===== src/rtl/qam_tx_pkg.sv =====
package qam_tx_pkg;

  // Axis level for index k on an axis with 2**half levels, full scale 2**(coord_w-1).
  function automatic int axis_level(input int k, input int half, input int coord_w);
    int step;
    step = (1 << (coord_w - 1)) >> half;
    return (2 * k - ((1 << half) - 1)) * step;
  endfunction

  // Hann window times carrier cosine (use_sin=0) or sine (use_sin=1), rounded.
  function automatic int shape_coef(input int i, input int sps, input int spc,
                                    input int tab_w, input bit use_sin);
    real two_pi;
    real win;
    real car;
    real v;
    two_pi = 6.283185307179586;
    win = 0.5 * (1.0 - $cos(two_pi * i / sps));
    car = use_sin ? $sin(two_pi * i / spc) : $cos(two_pi * i / spc);
    v = win * car * ((1 << (tab_w - 1)) - 1);
    if (v >= 0.0) return $rtoi(v + 0.5);
    return -$rtoi(-v + 0.5);
  endfunction

  // Clamp a signed value to a w-bit two's-complement range.
  function automatic longint clip(input longint v, input int w);
    longint lim;
    lim = longint'(1) <<< (w - 1);
    if (v > lim - 1) return lim - 1;
    if (v < -lim) return -lim;
    return v;
  endfunction

endpackage


===== src/rtl/qam_tx_seq.sv =====
module qam_tx_seq #(
  parameter int SPS   = 40,
  parameter int IDX_W = $clog2(SPS)
) (
  input  logic             clk,
  input  logic             rst_n,
  input  logic             sample_en,
  input  logic             in_valid,
  output logic             in_ready,
  output logic             take,
  output logic             skip,
  output logic [IDX_W-1:0] idx
);
  logic at_end;

  assign at_end   = (idx == IDX_W'(SPS - 1));
  assign in_ready = sample_en & at_end;
  assign take     = in_ready & in_valid;
  assign skip     = in_ready & ~in_valid;

  always_ff @(posedge clk) begin
    if (!rst_n) begin
      idx <= IDX_W'(SPS - 1);
    end else if (sample_en) begin
      idx <= at_end ? '0 : idx + IDX_W'(1);
    end
  end
endmodule


===== src/rtl/qam_tx_map.sv =====
module qam_tx_map
  import qam_tx_pkg::*;
#(
  parameter int BITS_PER_SYM = 6,
  parameter int COORD_W      = 10
) (
  input  logic                      clk,
  input  logic                      rst_n,
  input  logic                      take,
  input  logic                      skip,
  input  logic [BITS_PER_SYM-1:0]   word,
  output logic signed [COORD_W-1:0] cur_i,
  output logic signed [COORD_W-1:0] cur_q
);
  localparam int HALF = BITS_PER_SYM / 2;

  logic [HALF-1:0]           k_i;
  logic [HALF-1:0]           k_q;
  logic signed [COORD_W-1:0] lv_i;
  logic signed [COORD_W-1:0] lv_q;

  assign k_i = word[BITS_PER_SYM-1:HALF];
  assign k_q = word[HALF-1:0];

  always_comb begin
    lv_i = COORD_W'(axis_level(int'(k_i), HALF, COORD_W));
    lv_q = COORD_W'(axis_level(int'(k_q), HALF, COORD_W));
  end

  always_ff @(posedge clk) begin
    if (!rst_n) begin
      cur_i <= '0;
      cur_q <= '0;
    end else if (take) begin
      cur_i <= lv_i;
      cur_q <= lv_q;
    end else if (skip) begin
      cur_i <= '0;
      cur_q <= '0;
    end
  end
endmodule


===== src/rtl/qam_tx_mix.sv =====
module qam_tx_mix
  import qam_tx_pkg::*;
#(
  parameter int SPS       = 40,
  parameter int SPC       = 10,
  parameter int IDX_W     = $clog2(SPS),
  parameter int COORD_W   = 10,
  parameter int TAB_W     = 10,
  parameter int OUT_W     = 16,
  parameter int OUT_SHIFT = 2
) (
  input  logic                      clk,
  input  logic                      rst_n,
  input  logic                      en_mul,
  input  logic                      en_sum,
  input  logic [IDX_W-1:0]          idx,
  input  logic signed [COORD_W-1:0] cur_i,
  input  logic signed [COORD_W-1:0] cur_q,
  output logic                      out_valid,
  output logic signed [OUT_W-1:0]   out_sample
);
  localparam int PROD_W = COORD_W + TAB_W;
  localparam int SUM_W  = PROD_W + 1;

  logic signed [TAB_W-1:0]  cos_tab [SPS];
  logic signed [TAB_W-1:0]  sin_tab [SPS];
  logic signed [PROD_W-1:0] prod_i;
  logic signed [PROD_W-1:0] prod_q;
  logic signed [SUM_W-1:0]  sum_full;
  logic signed [SUM_W-1:0]  sum_sh;

  for (genvar g = 0; g < SPS; g++) begin : g_tab
    assign cos_tab[g] = TAB_W'(shape_coef(g, SPS, SPC, TAB_W, 1'b0));
    assign sin_tab[g] = TAB_W'(shape_coef(g, SPS, SPC, TAB_W, 1'b1));
  end

  always_ff @(posedge clk) begin
    if (!rst_n) begin
      prod_i <= '0;
      prod_q <= '0;
    end else if (en_mul) begin
      prod_i <= PROD_W'(cur_i) * PROD_W'(cos_tab[idx]);
      prod_q <= PROD_W'(cur_q) * PROD_W'(sin_tab[idx]);
    end
  end

  assign sum_full = SUM_W'(prod_i) + SUM_W'(prod_q);
  assign sum_sh   = sum_full >>> OUT_SHIFT;

  always_ff @(posedge clk) begin
    if (!rst_n) begin
      out_sample <= '0;
      out_valid  <= 1'b0;
    end else begin
      out_valid <= en_sum;
      if (en_sum) out_sample <= OUT_W'(clip(longint'(sum_sh), OUT_W));
    end
  end
endmodule


===== src/rtl/qam_tx_mod.sv =====
module qam_tx_mod #(
  parameter int BITS_PER_SYM = 6,
  parameter int SPS          = 40,
  parameter int SPC          = 10,
  parameter int COORD_W      = 10,
  parameter int TAB_W        = 10,
  parameter int OUT_W        = 16,
  parameter int OUT_SHIFT    = 2
) (
  input  logic                    clk,
  input  logic                    rst_n,
  input  logic                    sample_en,
  input  logic                    in_valid,
  input  logic [BITS_PER_SYM-1:0] in_word,
  output logic                    in_ready,
  output logic                    out_valid,
  output logic signed [OUT_W-1:0] out_sample
);
  localparam int IDX_W = $clog2(SPS);

  logic                      take;
  logic                      skip;
  logic [IDX_W-1:0]          samp_idx;
  logic signed [COORD_W-1:0] cur_i;
  logic signed [COORD_W-1:0] cur_q;
  logic                      en_d1;
  logic                      en_d2;

  always_ff @(posedge clk) begin
    if (!rst_n) begin
      en_d1 <= 1'b0;
      en_d2 <= 1'b0;
    end else begin
      en_d1 <= sample_en;
      en_d2 <= en_d1;
    end
  end

  qam_tx_seq #(.SPS(SPS), .IDX_W(IDX_W)) u_seq (
    .clk(clk), .rst_n(rst_n), .sample_en(sample_en), .in_valid(in_valid),
    .in_ready(in_ready), .take(take), .skip(skip), .idx(samp_idx)
  );

  qam_tx_map #(.BITS_PER_SYM(BITS_PER_SYM), .COORD_W(COORD_W)) u_map (
    .clk(clk), .rst_n(rst_n), .take(take), .skip(skip), .word(in_word),
    .cur_i(cur_i), .cur_q(cur_q)
  );

  qam_tx_mix #(
    .SPS(SPS), .SPC(SPC), .IDX_W(IDX_W), .COORD_W(COORD_W), .TAB_W(TAB_W),
    .OUT_W(OUT_W), .OUT_SHIFT(OUT_SHIFT)
  ) u_mix (
    .clk(clk), .rst_n(rst_n), .en_mul(en_d1), .en_sum(en_d2), .idx(samp_idx),
    .cur_i(cur_i), .cur_q(cur_q), .out_valid(out_valid), .out_sample(out_sample)
  );
endmodule


===== config.mk =====
export PLATFORM = sky130hd
export DESIGN_NAME = qam_tx_mod
export DESIGN_NICKNAME = d
export VERILOG_FILES = /design/src/rtl/qam_tx_pkg.sv /design/src/rtl/qam_tx_seq.sv /design/src/rtl/qam_tx_map.sv /design/src/rtl/qam_tx_mix.sv /design/src/rtl/qam_tx_mod.sv
export SDC_FILE = /design/constraint.sdc
export NUM_CORES = 1
export LEC_CHECK = 0
export BUFFER_PORTS_ARGS = -buffer_cell sky130_fd_sc_hd__buf_4
export CAP_MARGIN = 15
export CORE_MARGIN = 1.5
export CORE_UTILIZATION = 64
export CTS_CLUSTER_DIAMETER = 200
export DETAILED_ROUTE_END_ITERATION = 12
export HOLD_SLACK_MARGIN = 0.12
export PLACE_DENSITY = 0.89
export SLEW_MARGIN = 40
export SYNTH_ARGS = -nofsm -noshare
export SYNTH_HDL_FRONTEND = slang
export SYNTH_SLANG_ARGS = --single-unit

===== constraint.sdc =====
create_clock -name clk -period 7.7 [get_ports clk]
set_input_delay 0.77 -clock clk [delete_from_list [all_inputs] [get_ports clk]]
set_output_delay 0.77 -clock clk [all_outputs]
set_load 0.05 [all_outputs]

==> qor.txt, run 1 <==
Die width -> 105.0 um
EDFF count, synth -> 0
Initial antenna violation count -> 0
RSZ-0062 raised after global routing -> no
Synth unique cells -> 64
Post-CTS Resized -> 0
Most common flop cell mapped by yosys -> dfxtp_1
Global-route wire length before repair -> 28800 um
Core area -> 10180 um^2
Vias per cell -> 6.313
Worst setup SP type -> flop
Die area -> 11020 um^2
Layout cells sized above 1 -> 7.665%
Worst path bufs/invs -> 2
Area growth, synth to finish -> 6.451%
Insertion delay to the later sink of the worst-skew pair -> 0.36 ns
Synth Register Bits -> 57
Cell Area, Synth -> 6653 um^2
Pins Over Slew Limit -> 0
Syn Nets -> 962
Fmax -> 153.3 MHz
Pwr dens -> 136.4 nW/um^2
All-Layer GR Usage -> 32.73%
Nets -> 960
Setup TNS -> 0 ns
Root buf cell -> clkbuf_8
Crit path kind -> flop to flop
Die span in y -> 105.0 um
GPL Wtd Cong -> 0.9535
Delay-heaviest family, CP -> adder cells
Setup Buffers After CTS -> 0
Number of buffers inserted by hold repair at cts -> 0
Mapped Avg Cell Area -> 7.996 um^2
HP Class -> flop to flop
Slew margin rel. -> 53.05%
DR iter-0 viols -> 551
Max FO, Critical Path -> 17
Row Count -> 37
Most used cell, CP -> fa_1
DP Worst Slack -> 1.122 ns
Total CTS buffers -> 9
H-tree depth -> 3
Final ANT Viol Nets -> 0
Synth Instances -> 832
Clock skew -> 0.01598 ns
Ant diodes -> 0
HPWL Detailed -> 13450 um
Final Hold Viols -> 0
Final global-route overflow total -> 0
CP max stage cell -> dfxtp_1
Required @ worst endpoint -> 7.93 ns
Worst Tran Pin Value -> 0.7042 ns
Setup ws final -> 1.179 ns
Number of buffers inserted by port buffering -> 27
CP Cell Sequence -> inv_1, ha_1, nor2_1, a21oi_1, nor3_1, a2111oi_0, a31oi_1, nand2b_1, fa_1, fa_1, inv_1, fa_1, ha_1, fa_1, a21o_1, a21oi_1, o21bai_1, a2111oi_1, o31ai_1, xnor2_1, a21oi_1
Post-synthesis sequential area ratio -> 17.15%
Arr. time, crit path -> 6.75 ns
Total power draw -> 0.0009663 W
Tmin final -> 6.521 ns
Peak supply drop -> 0.0001250 V
Syn. warnings -> 0
Final WL -> 17540 um
Vias in the first global route -> 5967
Avg WL per Cell -> 18.06 um
FFs w/ async S/R, synth -> 0%
Max_cap viols -> 0
Leakage power total -> 3.374 nW
Setup violators final -> 0
DR pass1 iterations -> 5
Max Buffers Root-to-Sink -> 2
Status -> completed
Clock sink count -> 57
Ports -> 28
CP Capture Type -> flop
DR vias -> 6130
CP max stage delay -> 0.66 ns
Period utilization -> 84.69%
Largest net degree at the start of global routing -> 43
DR DRC count -> 0
CTS tree -> done
Reg clk slew, reported paths -> 0.08 ns
Starting Density -> 65.32%
[area by class of cell]
type,instances,area (um^2)
multi-input combinational,664,5096
fill,832,3103
sequential,57,1142
timing repair buffer,33,247.7
inverter,65,244.0
tap,136,170.2
clock buffer,10,137.6
clock inverter,6,43.79
[placed cells by master, fill, tap and decap left out, drive strengths merged, types with 4 or more instances in the layout]
master and instances:
nor2 84, a221o 8, nand3b 5, nor2b 10, nor3 14, o21bai 6
a21oi 57, buf 33, fa 43, o211ai 11, a211oi 13, inv 64
nand3 20, o21ai 44, and3 4, a21o 14, nand2 73, and2 39
a2111oi 4, ha 77, a2111o 4, o221ai 4, nand4 7, clkbuf 10
nand2b 11, xnor2 27, xor2 5, dfxtp 57, mux2i 13, clkinv 6
a22o 6, a221oi 6, a31oi 12, o21a 6
[sequential cells by signal, indices dropped and copies added, names as in the netlist]
register          count
u_mix.out_sample     13
u_mix.out_valid       1
u_mix.prod_i         14
u_map.cur_i           3
en_d2                 1
en_d1                 1
u_seq.idx             6
u_map.cur_q           4
u_mix.prod_q         14
[cell usage after synthesis, drive strengths merged, types with 3 or more instances]
| cell type | n | area (um^2) |
|---|---|---|
| a2111o | 4 | 45.04 |
| a2111oi | 4 | 35.03 |
| a211oi | 13 | 112.6 |
| a21o | 14 | 105.1 |
| a21oi | 57 | 289.0 |
| a221o | 8 | 80.08 |
| a221oi | 6 | 52.55 |
| a22o | 6 | 52.55 |
| a22oi | 3 | 22.52 |
| a31oi | 12 | 75.07 |
| and2 | 39 | 244.0 |
| and3 | 4 | 25.02 |
| buf | 11 | 53.80 |
| clkbuf | 35 | 131.4 |
| dfxtp | 57 | 1141 |
| fa | 43 | 860.8 |
| ha | 77 | 963.4 |
| inv | 64 | 240.2 |
| mux2i | 13 | 130.1 |
| nand2 | 73 | 274.0 |
| nand2b | 11 | 68.82 |
| nand3 | 20 | 100.1 |
| nand3b | 5 | 37.54 |
| nand4 | 7 | 43.79 |
| nor2 | 84 | 315.3 |
| nor2b | 10 | 62.56 |
| nor3 | 14 | 80.08 |
| o211ai | 11 | 82.58 |
| o21a | 6 | 45.04 |
| o21ai | 44 | 220.2 |
| o21bai | 6 | 56.31 |
| o221ai | 4 | 35.03 |
| o311ai | 3 | 26.28 |
| o31ai | 3 | 22.52 |
| or2 | 3 | 18.77 |
| xnor2 | 27 | 236.5 |
| xor2 | 5 | 43.79 |
[worst paths after layout]
check                                startpoint                       endpoint  slack [ns]  depth (start not counted)
setup / recovery      u_seq.idx[1]$_SDFFE_PN1P_  u_mix.prod_q[19]$_SDFFE_PN0P_        1.18                         21
hold reg to reg   u_mix.prod_q[17]$_SDFFE_PN0P_  u_mix.prod_q[17]$_SDFFE_PN0P_        0.49                          2
hold / removal    u_mix.prod_q[17]$_SDFFE_PN0P_  u_mix.prod_q[17]$_SDFFE_PN0P_        0.49                          2
setup reg to reg      u_seq.idx[1]$_SDFFE_PN1P_  u_mix.prod_q[19]$_SDFFE_PN0P_        1.18                         21
[cell families after synthesis]
kind of cell | synth area share (%)
adders and majority gates | 27.42
xor gates and xnor gates | 4.213
DFF | 17.15
buffers and inverters | 6.451
AOI/OAI and AO/OA | 23.00
and+or+nand+nor | 19.80
muxes | 1.956
[where the power goes]
group	internal (W)	switching (W)	total, W
Sequential	0.000308	0.0000278	0.000335
Clock	0.000126	0.000136	0.000261
Combinational	0.000134	0.000235	0.000369
[through the flow]
stage | instances | hold WS (ns) | cell area, um^2 | utilization [%]
floorplan | 832 | 0.4403 | 6653 | -
global placement | 955 | 0.4615 | 6887 | 67.62
detailed placement | 955 | 0.4710 | 6894 | 67.69
CTS | 971 | 0.4860 | 7076 | 69.47
global route | 971 | 0.5107 | 7082 | 69.53
finish | 971 | 0.4877 | 7082 | 69.53
[worst reg2reg max path: stages (launching register included)]
cell,delay (ns)
dfxtp_1,0.66
inv_1,0.28
ha_1,0.54
nor2_1,0.07
a21oi_1,0.13
nor3_1,0.06
a2111oi_0,0.39
a31oi_1,0.12
nand2b_1,0.21
fa_1,0.54
fa_1,0.56
inv_1,0.05
fa_1,0.46
ha_1,0.25
fa_1,0.42
a21o_1,0.18
a21oi_1,0.25
o21bai_1,0.13
a2111oi_1,0.65
o31ai_1,0.19
xnor2_1,0.18
a21oi_1,0.08
[per-layer routing]
| layer | wire [um] | part of all wire (%) | track usage, % |
|---|---|---|---|
| met2 | 8456 | 48 | 55.04 |
| met5 | 0 | 0 | 0 |
| met4 | 611 | 3.5 | 13.70 |
| met1 | 7340 | 42 | 41.98 |
| met3 | 1131 | 6.4 | 4.741 |
Note: power is estimated with default switching activity, not from simulation.
==> inputs of run 2 (changes only) <==
==> constraint.sdc (replaced) <==
create_clock -name clk -period 6.5 [get_ports clk]
set_input_delay 0.65 -clock clk [delete_from_list [all_inputs] [get_ports clk]]
set_output_delay 0.65 -clock clk [all_outputs]
set_load 0.05 [all_outputs]
==> qor.txt, run 2 (synthesis results as in run 1) <==
CTS tree -> done (unchanged)
Vias in the first global route -> 6095 (was 5967)
Core area -> 10180 um^2 (unchanged)
RSZ-0062 raised after global routing -> no (unchanged)
Clock skew -> 0.01428 ns (was 0.01598 ns)
Reg clk slew, reported paths -> 0.08 ns (about the same)
CP max stage cell -> a2111oi_0 (was dfxtp_1)
Internal -> 0.0007144 W (was 0.0005675 W)
Largest net degree at the start of global routing -> 57 (was 43)
Leakage power total -> 3.399 nW (was 3.374 nW)
CP Capture Type -> flop (unchanged)
Filler instances -> 835 (was 832)
Placed insts -> 960 (was 955)
Slew margin rel. -> 47.67% (was 53.05%)
Pwr dens -> 165.9 nW/um^2 (was 136.4 nW/um^2)
Arr. time, crit path -> 6.34 ns (was 6.75 ns)
Peak supply drop -> 0.0001488 V (was 0.0001250 V)
Commonest non-fill, non-tap cells in the layout -> nor2_1, ha_1, nand2_1 (unchanged)
Clock sink count -> 57 (unchanged)
Clock power frac -> 29.7% (was 27.1%)
Final WL -> 17360 um (was 17540 um)
Final ANT Viol Nets -> 0 (unchanged)
Die area -> 11020 um^2 (unchanged)
All-Layer GR Usage -> 33.44% (was 32.73%)
Worst Tran Pin Value -> 0.7652 ns (was 0.7042 ns)
Area of the multi-input gates -> 5091 um^2 (was 5096 um^2)
Number of buffers inserted by port buffering -> 27 (unchanged)
Max_cap viols -> 0 (unchanged)
Max Buffers Root-to-Sink -> 2 (unchanged)
Final global-route overflow total -> 0 (unchanged)
Worst setup SP type -> flop (unchanged)
Setup TNS -> 0 ns (unchanged)
Status -> completed (unchanged)
Insertion delay to the later sink of the worst-skew pair -> 0.37 ns (was 0.36 ns)
Fmax -> 164.0 MHz (was 153.3 MHz)
Required @ worst endpoint -> 6.74 ns (was 7.93 ns)
Root buf cell -> clkbuf_8 (unchanged)
HP Class -> input pin to flop (was flop to flop)
Period utilization -> 93.79% (was 84.69%)
DR vias -> 6160 (was 6130)
DR pass1 iterations -> 6 (was 5)
Sequential share of power -> 32.8% (was 34.7%)
Avg WL per Cell -> 17.79 um (was 18.06 um)
Area after DPL -> 6924 um^2 (was 6894 um^2)
Setup Buffers After CTS -> 0 (unchanged)
Area growth, synth to finish -> 7.278% (was 6.451%)
Final Hold Viols -> 0 (unchanged)
Fin cells -> 976 (was 971)
GPL Wtd Cong -> 0.9590 (was 0.9535)
Sw Ratio -> 39.68% (was 41.28%)
Initial antenna violation count -> 0 (unchanged)
Commonest non-fill, non-tap cell in the layout -> nor2_1 (unchanged)
Total CTS buffers -> 9 (unchanged)
Nets -> 965 (was 960)
Final Cell Area -> 7137 um^2 (was 7082 um^2)
HPWL Detailed -> 13430 um (was 13450 um)
Largest regs -> u_mix.prod_i x14, u_mix.prod_q x14, u_mix.out_sample x13 (unchanged)
CP max stage delay -> 0.72 ns (was 0.66 ns)
Die span in y -> 105.0 um (unchanged)
Global-route wire length before repair -> 29440 um (was 28800 um)
Pins Over Slew Limit -> 0 (unchanged)
Ports -> 28 (unchanged)
DR DRC count -> 0 (unchanged)
Max FO, Critical Path -> 16 (was 17)
H-tree depth -> 3 (unchanged)
Setup violators final -> 0 (unchanged)
CP Cell Sequence -> buf_4, ha_1, nand2_1, o21ai_0, a2111oi_0, a31oi_1, nand2b_1, fa_1, fa_1, inv_1, fa_1, ha_1, fa_1, a21o_1, a21oi_1, o21bai_1, a2111oi_2, o31ai_1, xnor2_1, a21oi_1 (was inv_1, ha_1, nor2_1, a21oi_1, nor3_1, a2111oi_0, a31oi_1, nand2b_1, fa_1, fa_1, inv_1, fa_1, ha_1, fa_1, a21o_1, a21oi_1, o21bai_1, a2111oi_1, o31ai_1, xnor2_1, a21oi_1)
Row Count -> 37 (unchanged)
Starting Density -> 65.32% (unchanged)
DR iter-0 viols -> 532 (was 551)
Vias per cell -> 6.311 (was 6.313)
Sw power -> 0.0004699 W (was 0.0003988 W)
Gate power share -> 37.5% (was 38.2%)
Layout cells sized above 1 -> 8.214% (was 7.665%)
Reg area -> 1142 um^2 (unchanged)
Most used cell, CP -> fa_1 (unchanged)
Ant diodes -> 0 (unchanged)
Die width -> 105.0 um (unchanged)
Crit path kind -> flop to flop (unchanged)
Tmin final -> 6.096 ns (was 6.521 ns)
==> run 2: metrics by stage <==
| stage | utilization (%) | total power, W | hold WS (ns) | setup WS (ns) |
|---|---|---|---|---|
| after floorplan | - | 0.0007172 | 0.4403 | 0.4801 |
| after CTS | 69.99 | 0.001179 | 0.4556 | 0.1568 |
| after global placement | 67.99 | 0.0008176 | 0.4615 | 0.4633 |
| after global routing | 70.07 | 0.001255 | 0.4712 | 0.02435 |
| after detailed placement | 67.99 | 0.0008290 | 0.4704 | 0.1979 |
| final | 70.07 | 0.001184 | 0.4602 | 0.4040 |
==> run 2: worst paths after layout <==
kind                                      from                            end  slack (ns)  cells after the start
setup / recovery     u_seq.idx[1]$_SDFFE_PN1P_  u_mix.prod_q[19]$_SDFFE_PN0P_        0.40                     20
hold / removal                      in_word[5]    u_map.cur_i[9]$_SDFFE_PN0P_        0.46                      2
setup reg to reg     u_seq.idx[1]$_SDFFE_PN1P_  u_mix.prod_q[19]$_SDFFE_PN0P_        0.40                     20
hold reg to reg   u_mix.prod_q[6]$_SDFFE_PN0P_   u_mix.prod_q[6]$_SDFFE_PN0P_        0.49                      2
==> run 2: area by class of cell <==
cell class	instances	share of cell area (%)
flip-flops and latches	57	16.01
clock buffers	10	1.928
repair buffers	38	3.997
inverters	65	3.419
well taps	136	2.384
multi-input cells	664	71.34
clock inverters	6	0.9292
==> run 2: layer usage <==
layer  share of wire, %  global-route usage (%)
met5                  0                       0
met1                 42                   41.64
met4                2.7                   11.74
met2                 49                   57.94
met3                5.9                   5.989
==> run 2: power groups by stage <==
| stage | clock (W) | sequential [W] | combinational (W) |
|---|---|---|---|
| finish | 0.000352 | 0.000389 | 0.000444 |
| global route | 0.000368 | 0.000391 | 0.000496 |
| CTS | 0.000354 | 0.000388 | 0.000437 |
| detailed placement | 0 | 0.000396 | 0.000433 |
| global placement | 0 | 0.000395 | 0.000423 |
| floorplan | 0 | 0.000390 | 0.000327 |
==> run 2: worst max-delay path, delay by kind of cell (launching register included) <==
kind / cells / cell delay, ns
DFF: 1 / 0.31
buffers and inverters: 2 / 0.24
AOI/OAI and AO/OA: 9 / 2.28
adders and majority gates: 6 / 2.54
and+or+nand+nor: 2 / 0.38
xor gates and xnor gates: 1 / 0.21
==> run 2: what timing repair did <==
| action | 4_1_cts | 5_1_grt |
|---|---|---|
| endpoints found under the setup margin | 0 | 2 |
| hold buffers | 0 | 0 |
| resized for setup | 0 | 2 |
